==> config.mk <==
export PLATFORM = sky130hd
export DESIGN_NAME = res_serial_port
export DESIGN_NICKNAME = d
export VERILOG_FILES = /design/src/rtl/rsp_pkg.sv /design/src/rtl/rsp_rst_sync.sv /design/src/rtl/rsp_sync.sv /design/src/rtl/rsp_ctrl.sv /design/src/rtl/res_serial_port.sv
export SDC_FILE = /design/constraint.sdc
export NUM_CORES = 1
export LEC_CHECK = 0
export ABC_AREA = 1
export BUFFER_PORTS_ARGS = -buffer_cell sky130_fd_sc_hd__buf_2
export CORE_ASPECT_RATIO = 0.75
export CORE_MARGIN = 2
export CORE_UTILIZATION = 30
export CTS_CLUSTER_DIAMETER = 80
export DETAILED_ROUTE_END_ITERATION = 8
export PLACE_DENSITY = 0.47
export SLEW_MARGIN = 20
export SYNTH_ARGS = -nofsm -noshare
export SYNTH_HDL_FRONTEND = slang
export SYNTH_HIERARCHICAL = 1
export SYNTH_SLANG_ARGS = --single-unit
export TNS_END_PERCENT = 20
==> constraint.sdc <==
create_clock -name clk -period 1.8 [get_ports clk]
set_clock_uncertainty 0.2 [all_clocks]
set_input_delay 0.45 -clock clk [delete_from_list [all_inputs] [get_ports clk]]
set_output_delay 0.45 -clock clk [all_outputs]
set_load 0.02 [all_outputs]
==> src/rtl/rsp_pkg.sv <==
package rsp_pkg;
  typedef enum logic [2:0] {
    ST_IDLE  = 3'd0,
    ST_M_PRE = 3'd1,
    ST_M_HI  = 3'd2,
    ST_M_LO  = 3'd3,
    ST_S_ACT = 3'd4
  } rsp_state_e;
endpackage

==> src/rtl/rsp_rst_sync.sv <==
module rsp_rst_sync (
  input  logic clk,
  input  logic rst_n_async,
  output logic rst_n_sync
);
  logic [1:0] stage_q;

  always_ff @(posedge clk or negedge rst_n_async) begin
    if (!rst_n_async) stage_q <= 2'b00;
    else              stage_q <= {stage_q[0], 1'b1};
  end

  assign rst_n_sync = stage_q[1];
endmodule

==> src/rtl/rsp_sync.sv <==
module rsp_sync #(
  parameter int               WIDTH   = 1,
  parameter logic [WIDTH-1:0] RST_VAL = '0
) (
  input  logic             clk,
  input  logic             rst_n,
  input  logic [WIDTH-1:0] d,
  output logic [WIDTH-1:0] q
);
  logic [WIDTH-1:0] meta_q;
  logic [WIDTH-1:0] sync_q;

  always_ff @(posedge clk or negedge rst_n) begin
    if (!rst_n) begin
      meta_q <= RST_VAL;
      sync_q <= RST_VAL;
    end else begin
      meta_q <= d;
      sync_q <= meta_q;
    end
  end

  assign q = sync_q;
endmodule

==> src/rtl/rsp_ctrl.sv <==
module rsp_ctrl
  import rsp_pkg::*;
#(
  parameter int WORD_W = 16
) (
  input  logic              clk,
  input  logic              rst_n,
  input  logic              clk_self,
  input  logic              cs_s,
  input  logic              sck_s,
  input  logic              load_stb,
  input  logic [WORD_W-1:0] load_word,
  output logic              sdo,
  output logic              sdo_oe,
  output logic              sck_o,
  output logic              sck_oe,
  output logic              rdy_n
);
  localparam int              IDX_W    = (WORD_W > 1) ? $clog2(WORD_W) : 1;
  localparam logic [IDX_W-1:0] LAST_IDX = IDX_W'(WORD_W - 1);

  rsp_state_e        state_q, state_d;
  logic [IDX_W-1:0]  idx_q, idx_d;
  logic [WORD_W-1:0] word_q;
  logic              rdy_n_q, rdy_n_d;
  logic              armed_q, armed_d;
  logic              sck_d_q;
  logic              sck_rise, sck_fall;
  logic              load_en;
  logic              shift_evt;

  assign sck_rise = sck_s & ~sck_d_q;
  assign sck_fall = ~sck_s & sck_d_q;
  assign load_en  = load_stb & rdy_n_q & (state_q == ST_IDLE);

  always_comb begin
    state_d   = state_q;
    idx_d     = idx_q;
    rdy_n_d   = rdy_n_q;
    armed_d   = armed_q;
    shift_evt = 1'b0;
    unique case (state_q)
      ST_IDLE: begin
        if (load_en) begin
          idx_d   = LAST_IDX;
          rdy_n_d = 1'b0;
        end else if (!rdy_n_q && !cs_s) begin
          state_d = clk_self ? ST_M_PRE : ST_S_ACT;
          armed_d = 1'b0;
        end
      end
      ST_M_PRE, ST_M_LO: state_d = ST_M_HI;
      ST_M_HI: begin
        shift_evt = 1'b1;
        if (idx_q == '0) begin
          state_d = ST_IDLE;
          rdy_n_d = 1'b1;
        end else begin
          idx_d   = idx_q - 1'b1;
          state_d = cs_s ? ST_IDLE : ST_M_LO;
        end
      end
      ST_S_ACT: begin
        if (sck_rise) armed_d = 1'b1;
        if (armed_q && sck_fall) begin
          shift_evt = 1'b1;
          if (idx_q == '0) begin
            state_d = ST_IDLE;
            rdy_n_d = 1'b1;
          end else begin
            idx_d = idx_q - 1'b1;
            if (cs_s) state_d = ST_IDLE;
          end
        end else if (cs_s && !armed_q) begin
          state_d = ST_IDLE;
        end
      end
      default: state_d = ST_IDLE;
    endcase
  end

  always_ff @(posedge clk or negedge rst_n) begin
    if (!rst_n) begin
      state_q <= ST_IDLE;
      idx_q   <= '0;
      rdy_n_q <= 1'b1;
      armed_q <= 1'b0;
      sck_d_q <= 1'b0;
    end else begin
      state_q <= state_d;
      idx_q   <= idx_d;
      rdy_n_q <= rdy_n_d;
      armed_q <= armed_d;
      sck_d_q <= sck_s;
    end
  end

  // word holding register, written only on an accepted strobe
  always_ff @(posedge clk or negedge rst_n) begin
    if (!rst_n)       word_q <= '0;
    else if (load_en) word_q <= load_word;
  end

  assign sdo    = word_q[idx_q];
  assign sdo_oe = (state_q != ST_IDLE);
  assign sck_o  = (state_q == ST_M_HI);
  assign sck_oe = (state_q == ST_M_PRE) || (state_q == ST_M_HI) || (state_q == ST_M_LO);
  assign rdy_n  = rdy_n_q;

  // high phase of the generated clock lasts one period
  a_r3_high_one_cycle: assert property (@(posedge clk) disable iff (!rst_n)
    (state_q == ST_M_HI) |=> (state_q != ST_M_HI));
  // every low phase is followed by a high phase
  a_r3_low_one_cycle: assert property (@(posedge clk) disable iff (!rst_n)
    (state_q == ST_M_PRE || state_q == ST_M_LO) |=> (state_q == ST_M_HI));
  // no data change without a shift event
  a_r5_sdo_on_fall: assert property (@(posedge clk) disable iff (!rst_n)
    (state_q != ST_IDLE && !shift_evt) |=> (state_q == ST_IDLE || $stable(sdo)));
  // an unarmed follower ignores falling edges
  a_r6_unarmed_hold: assert property (@(posedge clk) disable iff (!rst_n)
    (state_q == ST_S_ACT && !armed_q) |=> $stable(idx_q));
  // nothing pending, nothing starts
  a_r9_blackout: assert property (@(posedge clk) disable iff (!rst_n)
    (state_q == ST_IDLE && rdy_n_q) |=> (state_q == ST_IDLE));
  // a held result is not overwritten
  a_r2_hold_word: assert property (@(posedge clk) disable iff (!rst_n)
    (!rdy_n_q) |=> $stable(word_q));
  // pending flag clears only after the final bit
  a_r10_rdy_after_last: assert property (@(posedge clk) disable iff (!rst_n)
    $rose(rdy_n_q) |-> (state_q == ST_IDLE && $past(idx_q) == '0));
  // generated clock is only driven in self-clocked mode
  a_r3_sck_mode: assert property (@(posedge clk) disable iff (!rst_n)
    (state_q == ST_IDLE && !clk_self) |=> !sck_oe);
endmodule

==> src/rtl/res_serial_port.sv <==
module res_serial_port #(
  parameter int WORD_W = 16
) (
  input  logic              clk,
  input  logic              rst_n,
  input  logic              clk_self,
  input  logic              cs_n,
  input  logic              res_stb,
  input  logic [WORD_W-1:0] res_word,
  input  logic              sck_i,
  output logic              sdo,
  output logic              sdo_oe,
  output logic              sck_o,
  output logic              sck_oe,
  output logic              rdy_n
);
  logic       rst_n_int;
  logic [1:0] async_in;
  logic [1:0] async_s;

  rsp_rst_sync u_rst (
    .clk         (clk),
    .rst_n_async (rst_n),
    .rst_n_sync  (rst_n_int)
  );

  assign async_in = {cs_n, sck_i};

  rsp_sync #(.WIDTH(2), .RST_VAL(2'b10)) u_sync (
    .clk   (clk),
    .rst_n (rst_n_int),
    .d     (async_in),
    .q     (async_s)
  );

  rsp_ctrl #(.WORD_W(WORD_W)) u_ctrl (
    .clk       (clk),
    .rst_n     (rst_n_int),
    .clk_self  (clk_self),
    .cs_s      (async_s[1]),
    .sck_s     (async_s[0]),
    .load_stb  (res_stb),
    .load_word (res_word),
    .sdo       (sdo),
    .sdo_oe    (sdo_oe),
    .sck_o     (sck_o),
    .sck_oe    (sck_oe),
    .rdy_n     (rdy_n)
  );

  // outputs idle while a result is absent and nothing is selected
  a_r1_idle_outputs: assert property (@(posedge clk) disable iff (!rst_n_int)
    (rdy_n && !sdo_oe) |=> (!sck_oe || !rdy_n));
endmodule

== After elaboration in Yosys (flattened, before gate mapping) ==
Index checks and enable logic that the tools add are counted.

* Input bits: 22
* Logic and storage cells: 69
* Output and inout bits: 5
* Register bits: 32

* Reductions and logical operators: 17
* Eq/ne operators: 11
* $lt $le $gt $ge: 1
* $add $sub $neg: 1
* Bitwise operators: 6
* Mux-type cells: 24

{| class="wikitable"
|+ Operators by type and width
! kind !! count
|-
| two-way mux 3 bit || 8
|-
| two-way mux 4 bit || 3
|-
| case mux 3 bit (4 select lines) || 1
|-
| case mux 4 bit (3 select lines) || 1
|-
| AND reduction 4 bit || 2
|-
| two-way mux 1 bit || 7
|-
| equality test 3 x 2 -> 1 bit (second input constant) || 2
|-
| inequality test 2 x 1 -> 1 bit (second input constant) || 3
|-
| nonzero test 3 bit || 2
|-
| < comparator 4 x 5 -> 1 bit (second input constant) || 1
|-
| AND 1 bit || 4
|-
| binary-select mux 1 bit (select 4 bit) || 1
|-
| logical NOT 4 bit || 1
|-
| inequality test 2 bit (second input constant) || 2
|-
| inequality test 4 x 3 -> 1 bit (second input constant) || 1
|-
| subtractor 4 x 1 -> 4 bit (second input constant) || 1
|-
| equality test 3 x 1 -> 1 bit (second input constant) || 1
|-
| equality test 3 bit (second input constant) || 1
|-
| logical AND 1 bit || 3
|-
| logical NOT 1 bit || 3
|-
| logical NOT 3 bit || 1
|-
| inequality test 3 x 1 -> 1 bit (second input constant) || 1
|-
| case mux 1 bit (3 select lines) || 1
|-
| AND reduction 3 bit || 1
|-
| other kinds (6) || 8
|}

== Logic depth before layout (Yosys ltp) ==
* Depth after elaboration: 5
* Depth in mapped cells: 8
* Mapped depth without buffers: 8

== By module ==
The synthesis kept the hierarchy.

{| class="wikitable"
|+ By module, submodules not included
! module !! instances !! sequential area each (sq um) !! cells each !! area each (sq um)
|-
| rsp_ctrl || 1 || 651.9 || 185 || 1410.1
|-
| rsp_sync || 1 || 102.6 || 4 || 102.6
|-
| rsp_rst_sync || 1 || 50.0 || 3 || 53.8
|}

== Worst setup path before layout ==
No wires, ideal clock.

* Path type: register to output
* Start: register u_ctrl.idx_q[0]
* End: output port sdo
* Setup slack: 0.129 ns
* Arrival time: 1.021 ns
* Buffers on the path: 0
* Required time: 1.150 ns
* Cell stages (with the launch flop): 6
* Path through: dfrtp_1 -> or2_2 -> nand3_1 -> nand3_1 -> nand3_1 -> nand2_1

* Cells in the longest elaborated chain, start to end: 2

{| class="wikitable"
|+ RTL lines
! item !! line !! RTL
|-
| start, declared || rsp_ctrl.sv:23 || <nowiki>logic [IDX_W-1:0] idx_q, idx_d;</nowiki>
|-
| start signal, assigned || rsp_ctrl.sv:91 || <nowiki>idx_q <= idx_d;</nowiki>
|-
| binary-select mux 1 bit (select 4 bit) || rsp_ctrl.sv:104 || <nowiki>assign sdo = word_q[idx_q];</nowiki>
|-
| two-way mux 1 bit (implied by the code) || rsp_ctrl.sv:104 ||
|-
| end, declared || res_serial_port.sv:11 || <nowiki>output logic sdo,</nowiki>
|}

Every way passes these cells. The select of a mux whose other input is x is not followed.

== Worst setup path in the final report ==
Same ends and word-level chain as after synthesis.

==> flow_metrics.tcl <==
set metrics [dict create \
    fin_ws_ns -0.249 \
    leakagePower_nw 1.02 \
    grt_pass1_vias 1136 \
    place_congestion 0.779 \
    synth_edf_count 0 \
    final_cell_mix "nand2_1, dfrtp_1, inv_1" \
    p_total_mw 3.54 \
    final.min_clock_period_ns 2.05 \
    violations "negative setup slack" \
    wl_met2_mm 1.26 \
    wl_met1_mm 1.69 \
    layout_commonest_cell "nand2_1" \
    synthSimpleGateAreaFrac_pct 28.2 \
    drtIter0Drc 50 \
    ctsRootBufferMaster "clkbuf_8" \
    dp_slack_ns -0.0109 \
    met3RoutedLength_um 143 \
    numCtsBuffers 5 \
    die-area_um2 5820 \
    antenna_found_initial 0 \
    synth_compound_area_share_pct 9.42 \
    drive_above_1_share_pct 27.8 \
    port-buffer-count 26 \
    power_density_nw_per_um2 1790 \
    worstPathRequired_ns 1.15 \
    final_area_um2 1980 \
    r2r_setup_slack_ns 0.16 \
    grt_pass1_wl_mm 5.38 \
    clkSinkCount 32 \
    yosysSeqAreaShare_pct 51.4 \
    die-height_um 66.6 \
    area_growth_pct 26.3 \
    wl_mm 3.13 \
    grt_max_degree 33 \
    status "complete, but fails checks" \
    setup_viol 1 \
    fin_setup_tns_ns -0.249 \
    muxShareOfSynthArea_pct 0 \
    drv_slew 0 \
    ant_nets 0 \
    crit_type "reg2out" \
    fin_nets 252 \
    finalHoldViolations 0 \
    grt_overflow 0 \
    cts_setup_buffers 0 \
    ir_worst_vdd_mv 0.561 \
    drc 0 \
    rows 22 \
    worst_setup_path_end_kind "output pin" \
    first_pass_iters 4 \
    ioPinCount 27 \
    synth-xor-area-share_pct 0.559 \
    syn-num-nets 215 \
    clkLatencyLatePin_ns 0.28 \
    synth_cell_types 27 \
    top_layer "met4" \
    grt_usage_pct 12.3 \
    core_area_um2 4950 \
    cts_max_path_buffers 2 \
    path_clk_slew_ns 0.07 \
    fmax_mhz 488 \
    synth_top_family_by_area "simple AND/OR/NAND/NOR gates" \
    synth-main-ff-cell "dfrtp_1" \
    htree_levels 2 \
    period_share_pct 114 \
    maxCapViolations 0 \
    wl_per_cell_um 10.8 \
    fill_cells 513 \
    start_util_pct 31.6 \
    dp_hpwl_mm 2.33 \
    async_flop_share_pct 100 \
    syn_area_per_cell_um2 8.16 \
    viasPerCell 4.34 \
    worstHoldPathType "reg2async" \
    vias 1260 \
    ys_seq_elements 32 \
    tritoncts "yes" \
    crit_fanout 7 \
    die_x_um 87.4 \
    ys_warn_count 6 \
    synth_fa_ha_area_share_pct 0.799 \
    n_antenna_cell 0 \
    postPlaceCellArea_um2 1790 \
    syn_inst 192 \
    critPathArrivalTime_ns 1.40 \
    worst_setup_path_start_kind "flop" \
    rsz0062_at_grt "yes" \
    syn_area_um2 1570 \
]
## where the power goes
part	switching, mW	leakage, nW	internal [mW]
Combinational	0.988	0.603	0.699
Clock	0.264	0.0541	0.409
Sequential	0.186	0.364	0.993
Total	1.44	1.02	2.10
## flip-flops by register name, summed over array words and instances, names as in the netlist
register	cells
u_ctrl/word_q	16
u_ctrl/idx_q	4
u_ctrl/state_q	3
u_rst/stage_q	2
u_sync/meta_q	2
u_sync/q	2
u_ctrl/armed_q	1
u_ctrl/rdy_n	1
u_ctrl/sck_d_q	1
## path summary, 6_finish.rpt
kind | from | to | depth (start not counted)
worst min-delay path | u_rst/stage_q[1] | u_sync/meta_q[1] | 0
worst max register to register | u_ctrl/idx_q[0] | u_ctrl/idx_q[2] | 8
worst max-delay path | u_ctrl/idx_q[0] | sdo | 7
worst min register to register | u_rst/stage_q[1] | u_sync/meta_q[1] | 0
min in group clk | cs_n | u_sync/meta_q[1] | 1
max in group asynchronous | u_rst/stage_q[1] | u_sync/meta_q[0] | 1
## timing repair
item,4_1_cts,5_1_grt
endpoints found under the setup margin,3,8
gates resized for setup,11,7
hold buffers,2,0
pin swaps,4,3
endpoints found under the hold margin,3,0
## synthesized netlist by cell type (2+ instances only)
master    count  area, um2
or2_2         3       18.8
dfstp_2       3       78.8
buf_6         2       22.5
inv_2         2       7.51
nand2_2       2       12.5
a21oi_1      14       70.1
nor2_1       21       78.8
o21ai_1       5       25.0
nand2_1      42        158
nand3_1      23        115
o211ai_1      2       15.0
o21ai_0       3       15.0
dfrtp_1      29        726
inv_1        28        105
## area by class of cell
cell class / count / area (um2) / area share [%]
Tap cell: 60 / 75.1 / 3.80
Timing Repair Buffer: 34 / 228 / 11.5
Clock buffer: 5 / 68.8 / 3.48
Inverter: 30 / 113 / 5.69
Clock inverter: 3 / 42.5 / 2.15
Sequential cell: 32 / 807 / 40.8
Multi-Input combinational cell: 126 / 644 / 32.6
## critical path, cell delays in order (launching register included)
cell     delay [ns]
dfrtp_2        0.46
buf_4          0.16
nand2_1        0.05
nand3_1        0.07
nand3_1        0.10
nand3_1        0.09
nand2_2        0.08
buf_6          0.11
## per-stage QoR
stage          utilization, %  hold slack (ns)  instances
2_1_floorplan               -          -0.0456        192
3_3_place_gp             36.2           -0.140        280
3_5_place_dp             36.2           -0.136        280
4_1_cts                  39.5           0.0515        290
5_1_grt                  39.9           0.0396        290
6_report                 39.9           0.0593        290
## per-layer routing
| layer | vias up | track usage (%) |
|---|---|---|
| li1 | 679 | - |
| met1 | 556 | 18.4 |
| met2 | 23 | 15.2 |
| met3 | 2 | 3.59 |
| met4 | 0 | 6.92 |
| met5 | - | 0 |
## logic make-up (layout without fill, tap and decap cells)
logic type / Yosys count / in the layout
AND/OR/NAND/NOR: 97 / 97
adder cells (fa/ha/maj): 1 / 1
other: 1 / 1
buffers and inverters: 34 / 72
XOR/XNOR: 1 / 1
flip-flops: 32 / 32
AO/OA/AOI/OAI: 26 / 26
(Power assumes the default switching activity.)
